<file path="src/rtl/opd_pkg.sv">
package opd_pkg;

  localparam int NUM_OPS = 4;
  localparam int TAG_W   = 2;

  localparam logic [TAG_W-1:0] TAG_A = 2'd0;
  localparam logic [TAG_W-1:0] TAG_B = 2'd1;
  localparam logic [TAG_W-1:0] TAG_C = 2'd2;
  localparam logic [TAG_W-1:0] TAG_D = 2'd3;

  typedef enum logic [1:0] {
    ST_COLLECT = 2'd0,
    ST_COMPUTE = 2'd1,
    ST_DONE    = 2'd2
  } ctl_state_t;

endpackage

</file>
<file path="src/rtl/opd_fa.sv">
module opd_fa (
  input  logic a,
  input  logic b,
  input  logic ci,
  output logic s,
  output logic co
);
  always_comb begin
    s  = a ^ b ^ ci;
    co = (a & b) | (ci & (a ^ b));
  end
endmodule

</file>
<file path="src/rtl/opd_rca.sv">
// Ripple adder of full-adder cells; INVERT_B with ci=1 gives a - b.
module opd_rca #(
  parameter int W        = 5,
  parameter bit INVERT_B = 1'b0
) (
  input  logic [W-1:0] a,
  input  logic [W-1:0] b,
  input  logic         ci,
  output logic [W-1:0] s
);
  logic [W-1:0] b_eff;
  logic [W-1:0] carry;

  assign b_eff    = INVERT_B ? ~b : b;
  assign carry[0] = ci;

  for (genvar i = 0; i < W; i++) begin : g_bit
    if (i < W - 1) begin : g_mid
      opd_fa u_fa (
        .a (a[i]),
        .b (b_eff[i]),
        .ci(carry[i]),
        .s (s[i]),
        .co(carry[i+1])
      );
    end else begin : g_top
      // final carry is not needed: result is modulo 2^W
      assign s[i] = a[i] ^ b_eff[i] ^ carry[i];
    end
  end
endmodule

</file>
<file path="src/rtl/opd_ctrl.sv">
module opd_ctrl
  import opd_pkg::*;
(
  input  logic               clk,
  input  logic               rst_n,
  input  logic [TAG_W-1:0]   tag,
  input  logic               load,
  output logic [NUM_OPS-1:0] wr_en,
  output logic               ld_result,
  output logic               valid
);
  ctl_state_t         state_q, state_d;
  logic [NUM_OPS-1:0] seen_q, seen_d;
  logic               seen_en;
  logic               all_seen;
  logic               accept;

  always_comb begin
    all_seen  = &seen_q;
    accept    = (state_q == ST_COLLECT) && load && !all_seen;
    wr_en     = accept ? (NUM_OPS'(1) << tag) : '0;
    ld_result = (state_q == ST_COMPUTE);
    valid     = (state_q == ST_DONE);
  end

  always_comb begin
    state_d = state_q;
    unique case (state_q)
      ST_COLLECT: if (all_seen) state_d = ST_COMPUTE;
      ST_COMPUTE: state_d = ST_DONE;
      ST_DONE:    state_d = ST_COLLECT;
      default:    state_d = ST_COLLECT;
    endcase
  end

  always_comb begin
    seen_en = accept || (state_q == ST_DONE);
    seen_d  = (state_q == ST_DONE) ? '0 : (seen_q | wr_en);
  end

  always_ff @(posedge clk) begin
    if (!rst_n) begin
      state_q <= ST_COLLECT;
      seen_q  <= '0;
    end else begin
      state_q <= state_d;
      if (seen_en) seen_q <= seen_d;
    end
  end

  assert_one_write_R1: assert property (@(posedge clk) disable iff (!rst_n)
    $onehot0(wr_en));
  assert_all_tags_before_compute_R4: assert property (@(posedge clk) disable iff (!rst_n)
    ld_result |-> (&seen_q));
  assert_valid_single_R6: assert property (@(posedge clk) disable iff (!rst_n)
    valid |=> !valid);
  assert_record_cleared_R11: assert property (@(posedge clk) disable iff (!rst_n)
    valid |=> (seen_q == '0));
  assert_busy_no_write_R10: assert property (@(posedge clk) disable iff (!rst_n)
    (ld_result || valid) |-> (wr_en == '0));
endmodule

</file>
<file path="src/rtl/opd_dp.sv">
module opd_dp
  import opd_pkg::*;
#(
  parameter int DATA_W = 4,
  localparam int RES_W = DATA_W + 1
) (
  input  logic               clk,
  input  logic               rst_n,
  input  logic [DATA_W-1:0]  data_in,
  input  logic [NUM_OPS-1:0] wr_en,
  input  logic               ld_result,
  output logic [RES_W-1:0]   result
);
  logic [DATA_W-1:0] opnd_q [NUM_OPS];
  logic [RES_W-1:0]  sum_ab, sum_cd, diff;
  logic [RES_W-1:0]  result_q;

  for (genvar k = 0; k < NUM_OPS; k++) begin : g_opnd
    always_ff @(posedge clk) begin
      if (!rst_n)        opnd_q[k] <= '0;
      else if (wr_en[k]) opnd_q[k] <= data_in;
    end
  end

  opd_rca #(.W(RES_W), .INVERT_B(1'b0)) u_add_ab (
    .a ({1'b0, opnd_q[TAG_A]}),
    .b ({1'b0, opnd_q[TAG_B]}),
    .ci(1'b0),
    .s (sum_ab)
  );

  opd_rca #(.W(RES_W), .INVERT_B(1'b0)) u_add_cd (
    .a ({1'b0, opnd_q[TAG_C]}),
    .b ({1'b0, opnd_q[TAG_D]}),
    .ci(1'b0),
    .s (sum_cd)
  );

  opd_rca #(.W(RES_W), .INVERT_B(1'b1)) u_sub (
    .a (sum_ab),
    .b (sum_cd),
    .ci(1'b1),
    .s (diff)
  );

  always_ff @(posedge clk) begin
    if (!rst_n)         result_q <= '0;
    else if (ld_result) result_q <= diff;
  end

  assign result = result_q;

  logic [RES_W-1:0] chk_expect;
  always_comb chk_expect = RES_W'({1'b0, opnd_q[TAG_A]}) + RES_W'({1'b0, opnd_q[TAG_B]})
                         - RES_W'({1'b0, opnd_q[TAG_C]}) - RES_W'({1'b0, opnd_q[TAG_D]});

  assert_difference_R7: assert property (@(posedge clk) disable iff (!rst_n)
    ld_result |=> (result_q == $past(chk_expect)));
  assert_result_hold_R8: assert property (@(posedge clk) disable iff (!rst_n)
    !ld_result |=> $stable(result_q));
endmodule

</file>
<file path="src/rtl/opd_collector.sv">
module opd_collector
  import opd_pkg::*;
#(
  parameter int DATA_W = 4,
  localparam int RES_W = DATA_W + 1
) (
  input  logic              clk,
  input  logic              rst_n,
  input  logic [DATA_W-1:0] data_in,
  input  logic [TAG_W-1:0]  tag,
  input  logic              load,
  output logic [RES_W-1:0]  result,
  output logic              valid
);
  logic [NUM_OPS-1:0] wr_en;
  logic               ld_result;

  opd_ctrl u_ctrl (
    .clk      (clk),
    .rst_n    (rst_n),
    .tag      (tag),
    .load     (load),
    .wr_en    (wr_en),
    .ld_result(ld_result),
    .valid    (valid)
  );

  opd_dp #(.DATA_W(DATA_W)) u_dp (
    .clk      (clk),
    .rst_n    (rst_n),
    .data_in  (data_in),
    .wr_en    (wr_en),
    .ld_result(ld_result),
    .result   (result)
  );
endmodule

</file>
<file path="config.mk">
export PLATFORM = sky130hd
export DESIGN_NAME = opd_collector
export DESIGN_NICKNAME = d
export VERILOG_FILES = /design/src/rtl/opd_pkg.sv /design/src/rtl/opd_fa.sv /design/src/rtl/opd_rca.sv /design/src/rtl/opd_ctrl.sv /design/src/rtl/opd_dp.sv /design/src/rtl/opd_collector.sv
export SDC_FILE = /design/constraint.sdc
export NUM_CORES = 1
export LEC_CHECK = 0
export ABC_AREA = 1
export BUFFER_PORTS_ARGS = -buffer_cell sky130_fd_sc_hd__buf_2
export CAP_MARGIN = 20
export CORE_MARGIN = 4
export CORE_UTILIZATION = 33
export DETAILED_ROUTE_END_ITERATION = 7
export PLACE_DENSITY_LB_ADDON = 0.25
export SYNTH_ARGS = -nofsm -noshare
export SYNTH_HDL_FRONTEND = slang
export SYNTH_SLANG_ARGS = --single-unit
</file>
<file path="constraint.sdc">
create_clock -name clk -period 5.4 [get_ports clk]
set_clock_uncertainty 0.15 [all_clocks]
set_input_delay 1.08 -clock clk [delete_from_list [all_inputs] [get_ports clk]]
set_output_delay 1.08 -clock clk [all_outputs]
set_load 0.01 [all_outputs]
</file>
==> results.md <==
- CP endpoint kind: register
- Met1 Use GR: 0.122
- Worst R2R End: u_dp.result[4]$_SDFFE_PN0N_
- Final period util: 0.527
- Crit Path Category: reg2reg
- WHS: 0.305 ns
- Global-route wire length before repair: around 4100 microns
- Clock Latency Late Sink: between 0.2 and 0.3 ns
- Maxcap violations: 0
- Startpoint class of the critical path: register
- Slew Limit Fails: 0
- Vias in the first global route: 952
- DRC: 0
- Fraction of registers with async set/reset: 0
- Dpl cells: 211
- Syn Inst Count: 148
- GR met2 Demand/Resource: 0.170
- Most frequent CP cell: fa_1
- Required @ worst endpoint: 5.43 ns
- CTS root buffer: clkbuf_8
- Finished Layout Cells: 215
- Syn nets: 169
- Critical path's largest stage delay: ~0.51 ns
- Power per cell area: 255 nW/um^2
- Pleak: 0.753 nW
- Post-synth top area share: 0.344
- I/O Buffers: 14
- VDD IR-drop max: approximately 0.11 mV
- Worst hold path depth: 2
- Worst Hold End: u_ctrl.seen_q[3]$_SDFFE_PN0P_
- I/O pin cnt: 15
- RSZ-0062 raised after global routing: no
- Post-CTS setup repair buffer count: 0
- Commonest non-fill, non-tap cell in the layout: inv_1
- Final Net Count: between 150 and 200
- Synth Area in Compound Gates: 0.0394
- Multiplexer share of the synthesized area: 0
- Final setup TNS: 0 ns
- Ant diodes: 0
- R2r setup slk: 2.55 ns
- CP max FO: 2
- Routability-driven placement congestion ratio: 0.820
- Register area share after synthesis: 0.501
- Post-synthesis adder-cell area fraction: 0.156
- Largest family of logic cells by synthesized area: simple AND/OR/NAND/NOR gates
- Vias per Instance: around 4.3
- Dpl hpwl: 1960 microns
- CORE AREA: 4060 sq um
- Post-route minimum period: 2.85 ns
- Distinct cells, synth: 16
- Wirelength, routed: 2320 microns
- Synth Cell Area: 1400 sq um
- Avg Cell Area, Syn: ~9.4 sq um
- Crit-path slowest cell: fa_1
- H-tree levels: 1
- Met3 Use GR: 0.0289
- Post-cts sizing count: 0
- Layout cells sized above 1: 0.170
- Number of CTS-inserted buffers: 3
- Area leader, netlist: edfxtp_1
- Hold Path Class: reg2reg
- Most used flip-flop cell after synthesis: edfxtp_1
- Synth warnings: 0
- Max Freq: ~0.35 GHz
- Layout area overhead: 12.4%
- Pre-antenna DRT Iters: 4
- CTS Hold Buffers Added: 0
- Largest net degree at the start of global routing: 17
- Crit path cell chain: ha_1 -> inv_1 -> fa_1 -> fa_1 -> fa_1 -> fa_1 -> nand3_1 -> nand3_1 -> nand2_1 -> inv_1
- DRT iter0 DRCs: 29
- Overall Global Routing Usage: 0.0990
- Status: completed
- Worst r2r path cells: 10
- Place WS: 2.56 ns
- FF+latch count, synth: 27
- Post-synth EDFFs: 16
- Initial core utilization: 0.344
- Final WS setup: 2.55 ns
- Vias post-DR: 920
- Worst-case clock buffer depth: 2
- Slew HR: 0.766
- TritonCTS clock tree: yes
- Synth Area in XOR/XNOR: 0
- Hold Vio Cnt, Final: 0
- Die Width: 73.1 microns
- Row count: 23
- Critical path arrival: about 2.9 ns
- Worst R2R Start: u_dp.opnd_q[1][0]$_SDFFCE_PN0P_
- Post-DRT Antenna Nets: 0
- Top Usage Layer GRT: met2
- Total power: 0.400 mW
- Die Height: around 73 microns
- Post-detailed-route wirelength per cell: 10.8 microns
- Grt total ovfl: 0
- DIE AREA: 5340 sq um
- Ranking of synthesized cells by area: edfxtp_1 (34%), dfxtp_1 (16%), fa_1 (13%)
- Initial antenna violation count: 0
- # setup viols final: 0
- Synth Area in Simple Gates: 0.188
- Most frequent cells in the layout: inv_1 (39), nor2_1 (25), nand2_1 (16), edfxtp_1 (16), buf_2 (14)
- TritonCTS Sinks: 27
- Worst-path clk slew: 0.09 ns
- Hold Crit Start: u_ctrl.seen_q[3]$_SDFFE_PN0P_
- Slew @ Worst Pin: 0.351 ns
## area by class of cell
| class | count | area (sq um) |
|---|---|---|
| Multi-Input combinational cell | 79 | 536 |
| Clock inverter | 1 | 7.51 |
| Timing Repair Buffer | 14 | 70.1 |
| Fill cell | 415 | 2490 |
| Clock buffer | 3 | 41.3 |
| Tap cell | 50 | 62.6 |
| Sequential cell | 27 | 701 |
| Inverter | 41 | 154 |
## power breakdown
part           internal (mW)  total (mW)  switching, mW
registers              0.226       0.229        0.00288
logic                 0.0214      0.0547         0.0333
clock network         0.0524       0.117         0.0645
total                  0.300       0.400          0.101
## flip-flops by register name, indices dropped and copies added, names as in the netlist
name,cells
u_dp.opnd_q,16
u_ctrl.seen_q,4
u_ctrl.state_q,2
u_dp.result,5
## worst max-delay path, delay by kind of cell (launching register included)
family	cells	cell delay, ns
fa+ha+maj	5	1.93
flops	1	0.35
simple gates	3	0.24
buf+inv	2	0.08
## worst max path at each step
| stage | startpoint | to | cells after the start |
|---|---|---|---|
| final | u_dp.opnd_q[1][0]$_SDFFCE_PN0P_ | u_dp.result[4]$_SDFFE_PN0N_ | 10 |
| after global routing | u_dp.opnd_q[1][0]$_SDFFCE_PN0P_ | u_dp.result[4]$_SDFFE_PN0N_ | 10 |
| after CTS | u_dp.opnd_q[1][0]$_SDFFCE_PN0P_ | u_dp.result[4]$_SDFFE_PN0N_ | 10 |
| after detailed placement | u_dp.opnd_q[1][0]$_SDFFCE_PN0P_ | u_dp.result[4]$_SDFFE_PN0N_ | 10 |
| after global placement | u_dp.opnd_q[1][0]$_SDFFCE_PN0P_ | u_dp.result[4]$_SDFFE_PN0N_ | 10 |
| after floorplan | u_dp.opnd_q[1][0]$_SDFFCE_PN0P_ | u_dp.result[4]$_SDFFE_PN0N_ | 10 |
## cells in the mapped netlist (3+ instances only)
cell type and number:
o21ai_0 4, dfxtp_1 11, nand3_1 6, a21oi_1 7
ha_1 3, nand2_1 16, inv_1 39, nor2_1 25
nand3_2 5, edfxtp_1 16, fa_1 9
## per-stage QoR
| step | utilization | cell area, sq um |
|---|---|---|
| 2_1_floorplan | - | 1400 |
| 3_3_place_gp | 0.375 | 1520 |
| 3_5_place_dp | 0.375 | 1520 |
| 4_1_cts | 0.387 | 1570 |
| 5_1_grt | 0.387 | 1570 |
| 6_report | 0.387 | 1570 |
## routing by layer
metal / share of wire / up-vias / wire, microns
met5: 0 / - / 0
met4: 0.0034 / 0 / 8
met3: 0.044 / 2 / 103
met2: 0.50 / 17 / 1150
met1: 0.46 / 420 / 1060
li1: - / 481 / -
## kinds of logic (layout without fill, tap and decap cells)
logic type,count (synthesis),count (layout)
AOI/OAI and AO/OA,11,11
and+or+nand+nor,56,56
DFF,27,27
adders and majority gates,12,12
buffers and inverters,42,59
Note: power is estimated with default switching activity, not from simulation.
